$ cat src/rtl/fan_tach_pkg.sv
package fan_tach_pkg;
  // Interval counter states.
  typedef enum logic {
    TS_WAIT_EDGE = 1'b0,  // no open interval; next rising edge arms timing
    TS_TIMING    = 1'b1   // interval open, counting cycles
  } tach_state_e;
endpackage

$ cat src/rtl/tach_edge_sync.sv
module tach_edge_sync #(
  parameter int STAGES = 2
) (
  input  logic clk,
  input  logic rst_n,
  input  logic tach_i,
  output logic rise_o
);
  logic [STAGES-1:0] chain_q;
  logic              last_q;

  always_ff @(posedge clk) begin
    if (!rst_n) begin
      chain_q <= '0;
      last_q  <= 1'b0;
    end else begin
      chain_q <= {chain_q[STAGES-2:0], tach_i};
      last_q  <= chain_q[STAGES-1];
    end
  end

  assign rise_o = chain_q[STAGES-1] & ~last_q;

  // a synchronised rising edge lasts exactly one cycle
  p_rise_single_r2: assert property (@(posedge clk) disable iff (!rst_n)
    rise_o |=> !rise_o);
endmodule

$ cat src/rtl/tach_period_ctr.sv
module tach_period_ctr
  import fan_tach_pkg::*;
#(
  parameter int CNT_W = 16
) (
  input  logic             clk,
  input  logic             rst_n,
  input  logic             rise_i,
  output logic             meas_stb_o,
  output logic [CNT_W-1:0] meas_val_o,
  output logic             timeout_o
);
  localparam logic [CNT_W-1:0] CNT_MAX = '1;
  localparam logic [CNT_W-1:0] CNT_ONE = CNT_W'(1);

  tach_state_e      state_q;
  logic [CNT_W-1:0] cnt_q;
  logic             at_top;

  assign at_top = (cnt_q == CNT_MAX);

  always_comb begin
    meas_stb_o = 1'b0;
    timeout_o  = 1'b0;
    meas_val_o = cnt_q;
    if (state_q == TS_TIMING) begin
      if (rise_i) begin
        meas_stb_o = 1'b1;
      end else if (at_top) begin
        meas_stb_o = 1'b1;
        timeout_o  = 1'b1;
      end
    end
  end

  always_ff @(posedge clk) begin
    if (!rst_n) begin
      state_q <= TS_WAIT_EDGE;
      cnt_q   <= '0;
    end else if (rise_i) begin
      state_q <= TS_TIMING;
      cnt_q   <= CNT_ONE;
    end else if (state_q == TS_TIMING) begin
      if (at_top) state_q <= TS_WAIT_EDGE;
      else        cnt_q   <= cnt_q + CNT_ONE;
    end
  end

  // saturation without an edge closes the interval
  p_sat_close_r7: assert property (@(posedge clk) disable iff (!rst_n)
    (state_q == TS_TIMING && at_top && !rise_i) |=> (state_q == TS_WAIT_EDGE));
  // with no open interval the counter does not move until an edge
  p_idle_hold_r2: assert property (@(posedge clk) disable iff (!rst_n)
    (state_q == TS_WAIT_EDGE && !rise_i) |=> $stable(cnt_q));
endmodule

$ cat src/rtl/tach_window_chk.sv
module tach_window_chk #(
  parameter int CNT_W         = 16,
  parameter int SETTLE_CYCLES = 1000
) (
  input  logic             clk,
  input  logic             rst_n,
  input  logic             meas_stb_i,
  input  logic [CNT_W-1:0] meas_val_i,
  input  logic             timeout_i,
  input  logic [CNT_W-1:0] exp_period_i,
  input  logic [CNT_W-1:0] tol_i,
  input  logic             duty_chg_i,
  input  logic             duty_zero_i,
  output logic [CNT_W-1:0] period_o,
  output logic             new_meas_o,
  output logic             tach_err_o
);
  localparam int               SET_W    = $clog2(SETTLE_CYCLES + 1);
  localparam logic [SET_W-1:0] SET_LOAD = SET_W'(SETTLE_CYCLES);
  localparam logic [CNT_W-1:0] CNT_MAX  = '1;

  logic [SET_W-1:0] settle_q;
  logic [CNT_W:0]   hi_sum;
  logic [CNT_W-1:0] win_lo, win_hi;
  logic             outside, check_on, settle_busy;

  // Window edges, each saturating at the counter range
  assign hi_sum  = {1'b0, exp_period_i} + {1'b0, tol_i};
  assign win_hi  = hi_sum[CNT_W] ? CNT_MAX : hi_sum[CNT_W-1:0];
  assign win_lo  = (tol_i > exp_period_i) ? '0 : (exp_period_i - tol_i);
  assign outside = timeout_i || (meas_val_i < win_lo) || (meas_val_i > win_hi);

  assign settle_busy = (settle_q != '0);
  assign check_on    = !settle_busy && !duty_zero_i;

  always_ff @(posedge clk) begin
    if (!rst_n) begin
      settle_q <= '0;
    end else if (duty_chg_i) begin
      settle_q <= SET_LOAD;
    end else if (settle_busy) begin
      settle_q <= settle_q - SET_W'(1);
    end
  end

  always_ff @(posedge clk) begin
    if (!rst_n) begin
      period_o   <= '0;
      new_meas_o <= 1'b0;
      tach_err_o <= 1'b0;
    end else begin
      new_meas_o <= meas_stb_i;
      tach_err_o <= meas_stb_i && outside && check_on;
      if (meas_stb_i) period_o <= meas_val_i;
    end
  end

  // no fault report while the settle timer runs
  p_settle_gate_r8: assert property (@(posedge clk) disable iff (!rst_n)
    settle_busy |=> !tach_err_o);
  // no fault report while the duty is zero
  p_zero_gate_r9: assert property (@(posedge clk) disable iff (!rst_n)
    duty_zero_i |=> !tach_err_o);
  // a result within the window never raises a fault
  p_inside_ok_r6: assert property (@(posedge clk) disable iff (!rst_n)
    (meas_stb_i && !timeout_i && meas_val_i >= win_lo && meas_val_i <= win_hi) |=> !tach_err_o);
endmodule

$ cat src/rtl/fan_tach_monitor.sv
module fan_tach_monitor #(
  parameter int CNT_W         = 16,
  parameter int SYNC_STAGES   = 2,
  parameter int SETTLE_CYCLES = 1000
) (
  input  logic             clk,
  input  logic             rst_n,
  input  logic             tach_i,
  input  logic [CNT_W-1:0] exp_period_i,
  input  logic [CNT_W-1:0] tol_i,
  input  logic             duty_chg_i,
  input  logic             duty_zero_i,
  output logic [CNT_W-1:0] period_o,
  output logic             new_meas_o,
  output logic             tach_err_o
);
  logic             rise;
  logic             meas_stb;
  logic             timeout;
  logic [CNT_W-1:0] meas_val;

  tach_edge_sync #(.STAGES(SYNC_STAGES)) u_sync (
    .clk    (clk),
    .rst_n  (rst_n),
    .tach_i (tach_i),
    .rise_o (rise)
  );

  tach_period_ctr #(.CNT_W(CNT_W)) u_ctr (
    .clk        (clk),
    .rst_n      (rst_n),
    .rise_i     (rise),
    .meas_stb_o (meas_stb),
    .meas_val_o (meas_val),
    .timeout_o  (timeout)
  );

  tach_window_chk #(.CNT_W(CNT_W), .SETTLE_CYCLES(SETTLE_CYCLES)) u_chk (
    .clk          (clk),
    .rst_n        (rst_n),
    .meas_stb_i   (meas_stb),
    .meas_val_i   (meas_val),
    .timeout_i    (timeout),
    .exp_period_i (exp_period_i),
    .tol_i        (tol_i),
    .duty_chg_i   (duty_chg_i),
    .duty_zero_i  (duty_zero_i),
    .period_o     (period_o),
    .new_meas_o   (new_meas_o),
    .tach_err_o   (tach_err_o)
  );

  // a fault only accompanies a result
  p_err_with_meas_r10: assert property (@(posedge clk) disable iff (!rst_n)
    tach_err_o |-> new_meas_o);
  // result events are single-cycle
  p_meas_single_r4: assert property (@(posedge clk) disable iff (!rst_n)
    new_meas_o |=> !new_meas_o);
  // the reported interval only changes together with an event
  p_period_hold_r3: assert property (@(posedge clk) disable iff (!rst_n)
    !new_meas_o |-> $stable(period_o));
endmodule

$ cat config.mk
export PLATFORM = sky130hd
export DESIGN_NAME = fan_tach_monitor
export DESIGN_NICKNAME = d
export VERILOG_FILES = /design/src/rtl/fan_tach_pkg.sv /design/src/rtl/tach_edge_sync.sv /design/src/rtl/tach_period_ctr.sv /design/src/rtl/tach_window_chk.sv /design/src/rtl/fan_tach_monitor.sv
export SDC_FILE = /design/constraint.sdc
export NUM_CORES = 1
export LEC_CHECK = 0
export BUFFER_PORTS_ARGS = -buffer_cell sky130_fd_sc_hd__buf_2
export CAP_MARGIN = 20
export CORE_UTILIZATION = 49
export CTS_BUF_LIST = sky130_fd_sc_hd__clkbuf_16
export DETAILED_ROUTE_END_ITERATION = 10
export PLACE_DENSITY = 0.79
export SYNTH_ARGS = -nofsm -noshare
export SYNTH_HDL_FRONTEND = slang
export SYNTH_SLANG_ARGS = --single-unit
$ cat constraint.sdc
create_clock -name clk -period 5.1 [get_ports clk]
set_input_delay 0.765 -clock clk [delete_from_list [all_inputs] [get_ports clk]]
set_output_delay 0.765 -clock clk [all_outputs]
set_load 0.1 [all_outputs]
==> reports/metrics.json <==
{
  "run_status": "complete, no violations",
  "period_share_pct": 83.5,
  "synthArstFlopShare_pct": 0,
  "initial_utilization_pct": 50.5,
  "synth_area_leader_cell": "sky130_fd_sc_hd__dfxtp_1",
  "timing.clock.skew_ns": 0.00341,
  "yosys-top-cells-count": "65 x sky130_fd_sc_hd__ha_1, 50 x sky130_fd_sc_hd__nor2_1, 48 x sky130_fd_sc_hd__dfxtp_1, 40 x sky130_fd_sc_hd__inv_1, 37 x sky130_fd_sc_hd__a21oi_1",
  "detailedPlacementHpwl_mm": 8.18,
  "setup.worst_path.end_class": "flip-flop",
  "core_area_um2": 8720,
  "cts_max_path_buffers": 2,
  "synth_warnings": 0,
  "grt_first_pass_wirelength_mm": 17.5,
  "top_area_cell_type_share_of_the_netlist_area_pct": 21.8,
  "cts-buffers-inserted": 5,
  "path_depth": 15,
  "critical_path_required_ns": 5.27,
  "vias_per_cell": 5.80,
  "max_freq_mhz": 235,
  "full_die_area_um2": 9380,
  "worst_vdd_rail_ir_drop_mv": 0.180,
  "critical_path.reg2reg.startpoint": "u_ctr.meas_val_o[3]$_SDFFE_PP0P_",
  "crit_arrival_ns": 4.43,
  "globalRoute.totalOverflow": 0,
  "post_cts_resized": 0,
  "cts-hold-fix-buffers": 0,
  "postSynthRegisterBits": 48,
  "worstSetupStartpoint": "exp_period_i[9]",
  "synth-edff-count": 0,
  "route.detailed.wl_per_inst_um": 14.7,
  "cts-root-buf": "sky130_fd_sc_hd__clkbuf_16",
  "cts.clk_slew.worst_paths_ns": 0.06,
  "yosysUniqueCellTypes": 63,
  "grt_start_max_net_pins": 31,
  "timing_worst_setup_path_type": "input port to flip-flop",
  "final_critical_path_required_period_ns": 4.26,
  "cts_num_sinks": 48,
  "crit_fanout": 13,
  "drt_first_pass_iters": 6,
  "num_io_pins": 55,
  "drt-initial-drc-count": 224,
  "timing.critical_path.cells": "buf_2 > ha_1 > or4_4 > a211o_1 > o41a_1 > a41o_1 > o31ai_4 > nor3_1 > ha_1 > a21o_1 > nand3_1 > a21oi_1 > a211oi_1 > a21oi_1 > o311a_1",
  "drc": 0,
  "power-per-cell-area_nw_per_um2": 226,
  "finish.instance_area_um2": 4900,
  "cellLeakagePower_nw": 2.18,
  "final_layout_size_suffix_gt1_share_pct": 12.9,
  "yosysSeqAreaShare_pct": 21.8,
  "transition_time_at_the_pin_with_the_least_slew_margin_ns": 0.655,
  "die_width_um": 96.8,
  "timing.critical_path.slowest_cell_delay_ns": 0.60,
  "maxSlewHeadroom_pct": 56.3,
  "post-route-util_pct": 56.2,
  "synth.area.top_cells": "sky130_fd_sc_hd__dfxtp_1 22%, sky130_fd_sc_hd__ha_1 18%, sky130_fd_sc_hd__mux2i_1 4.5%, sky130_fd_sc_hd__nor2_1 4.3%, sky130_fd_sc_hd__a21oi_1 4.2%",
  "antenna_violations_before_repair": 0,
  "hold_viol_final": 0,
  "grt.total_usage_pct": 22.0,
  "vias_in_the_first_global_route": 3828,
  "reg2reg_depth": 7,
  "gate_count_after_technology_mapping": 544,
  "synthesis.area_um2": 4410,
  "antenna_diode_count": 0,
  "routabilityCongestion": 0.911,
  "critical_path_buf_inv_count": 1,
  "timing.hold.worst.class": "flip-flop to flip-flop",
  "worst_path_dominant_cell_family": "compound AO/OA/AOI/OAI gates",
  "cap_violations": 0,
  "htreeDepth": 2,
  "final.fill_count": 784,
  "rsz0062_at_grt": "false",
  "ys.flop_type": "sky130_fd_sc_hd__dfxtp_1",
  "setup_total_negative_slack_ns": 0,
  "detailed_place.area_um2": 4720,
  "ff2ff_setup_slack_ns": 2.54,
  "layoutNonFillerInstCount": 698,
  "synth.net_count": 648,
  "antenna_violating_nets_left": 0,
  "worst_r2r_endpoint": "u_chk.period_o[8]$_SDFFE_PN0P_",
  "layout-area-overhead-vs-synth_pct": 11.1,
  "finalSetupViolations": 0,
  "post-cts-setup-buffer-count": 0,
  "die-height_um": 96.8,
  "placement_rows": 34,
  "route.final.wire_length_mm": 10.3,
  "syn_area_per_cell_um2": 8.10,
  "clkLatencyLatePin_ns": 0.28,
  "yosys.cell_count.top_type": "sky130_fd_sc_hd__ha_1",
  "numPlacedInstances": 689,
  "vias": 4045,
  "hold_slack_ns": 0.433,
  "slew_violations": 0,
  "crit_slowest_cell": "sky130_fd_sc_hd__or4_4",
  "port_buffers": 54,
  "clock_tree_from_tritoncts": "done",
  "critPathCapture": "u_chk.tach_err_o$_SDFF_PN0_",
  "setup.worst_path.start_class": "input port",
  "net_total_in_the_final_layout": 693
}
## power breakdown
| part | switching [mW] | internal, mW |
|---|---|---|
| sequential | 0.00953 | 0.385 |
| combinational | 0.204 | 0.149 |
| clock | 0.130 | 0.228 |
| total | 0.344 | 0.762 |
## per-stage QoR
step | setup WS (ns) | power [mW]
finish | 0.840 | 1.11
global route | 0.562 | 1.17
CTS | 0.834 | 1.11
detailed placement | 0.547 | 0.750
global placement | 0.651 | 0.736
floorplan | 0.967 | 0.666
## flip-flops by register name, indices dropped and copies added (netlist names)
name,cells
u_ctr.state_q,1
u_sync.chain_q,2
u_chk.settle_q,10
u_chk.tach_err_o,1
u_ctr.meas_val_o,16
u_sync.last_q,1
u_chk.period_o,16
u_chk.new_meas_o,1
## cells by family (layout without fill, tap and decap cells)
group / after synthesis / count (layout) / share of synthesized area [%]
DFF: 48 / 48 / 21.8
and+or+nand+nor: 193 / 193 / 22.7
adders and majority gates: 67 / 67 / 19.4
buffers and inverters: 59 / 105 / 5.93
muxes: 21 / 21 / 4.80
AOI/OAI and AO/OA: 124 / 124 / 19.0
xor gates and xnor gates: 32 / 32 / 6.36
## metal layers
layer,GRT usage [%],share of wire (%)
met2,37.3,48
met4,5.86,1.4
met5,0,0
met3,3.11,4.1
met1,29.1,47
## worst reg2reg max path: stages, from the launching register on
cell and delay (ns):
sky130_fd_sc_hd__dfxtp_1 0.52, sky130_fd_sc_hd__nand4_1 0.23, sky130_fd_sc_hd__nor3_1 0.45, sky130_fd_sc_hd__nand2b_1 0.20, sky130_fd_sc_hd__o21ai_2 0.51, sky130_fd_sc_hd__buf_8 0.23, sky130_fd_sc_hd__mux2i_1 0.24, sky130_fd_sc_hd__nor2b_1 0.07
## cells in the final DEF (no fill, tap or decap), types with 4 or more instances in the layout
| master | instances |
|---|---|
| sky130_fd_sc_hd__and2_1 | 5 |
| sky130_fd_sc_hd__nor4_1 | 10 |
| sky130_fd_sc_hd__nand2_1 | 32 |
| sky130_fd_sc_hd__a21boi_0 | 4 |
| sky130_fd_sc_hd__nor3_1 | 10 |
| sky130_fd_sc_hd__o21a_1 | 13 |
| sky130_fd_sc_hd__xor2_1 | 15 |
| sky130_fd_sc_hd__inv_1 | 40 |
| sky130_fd_sc_hd__o21ai_0 | 19 |
| sky130_fd_sc_hd__mux2i_1 | 20 |
| sky130_fd_sc_hd__a21oi_1 | 37 |
| sky130_fd_sc_hd__clkbuf_16 | 5 |
| sky130_fd_sc_hd__nand3_1 | 14 |
| sky130_fd_sc_hd__nor2b_1 | 23 |
| sky130_fd_sc_hd__or3_1 | 5 |
| sky130_fd_sc_hd__ha_1 | 65 |
| sky130_fd_sc_hd__a211oi_1 | 10 |
| sky130_fd_sc_hd__o211ai_1 | 4 |
| sky130_fd_sc_hd__xnor2_1 | 17 |
| sky130_fd_sc_hd__a21o_1 | 6 |
| sky130_fd_sc_hd__a31oi_1 | 4 |
| sky130_fd_sc_hd__nor3b_1 | 4 |
| sky130_fd_sc_hd__nand2b_1 | 12 |
| sky130_fd_sc_hd__nor2_1 | 50 |
| sky130_fd_sc_hd__buf_2 | 54 |
| sky130_fd_sc_hd__dfxtp_1 | 48 |
| sky130_fd_sc_hd__nand4_1 | 14 |
## how the worst min path moves through the flow
stage,startpoint,slack [ns],depth (start not counted),to
after floorplan,u_sync.chain_q[0]$_SDFF_PN0_,0.41,1,u_sync.chain_q[1]$_SDFF_PN0_
after global placement,u_sync.chain_q[0]$_SDFF_PN0_,0.42,1,u_sync.chain_q[1]$_SDFF_PN0_
after detailed placement,u_sync.chain_q[0]$_SDFF_PN0_,0.42,1,u_sync.chain_q[1]$_SDFF_PN0_
after CTS,u_sync.chain_q[0]$_SDFF_PN0_,0.44,1,u_sync.chain_q[1]$_SDFF_PN0_
after global routing,u_sync.chain_q[0]$_SDFF_PN0_,0.45,1,u_sync.chain_q[1]$_SDFF_PN0_
final,u_sync.chain_q[0]$_SDFF_PN0_,0.43,1,u_sync.chain_q[1]$_SDFF_PN0_
## area by class of cell
class	count	area [µm²]	share of cell area, %
clock buffer	5	125	2.55
clock inverter	3	37.5	0.766
inverter	40	150	3.07
multi-input combinational	437	3190	65.1
sequential	48	961	19.6
tap	108	135	2.76
timing repair buffer	57	300	6.13
Power figures use the tool's default switching activity.
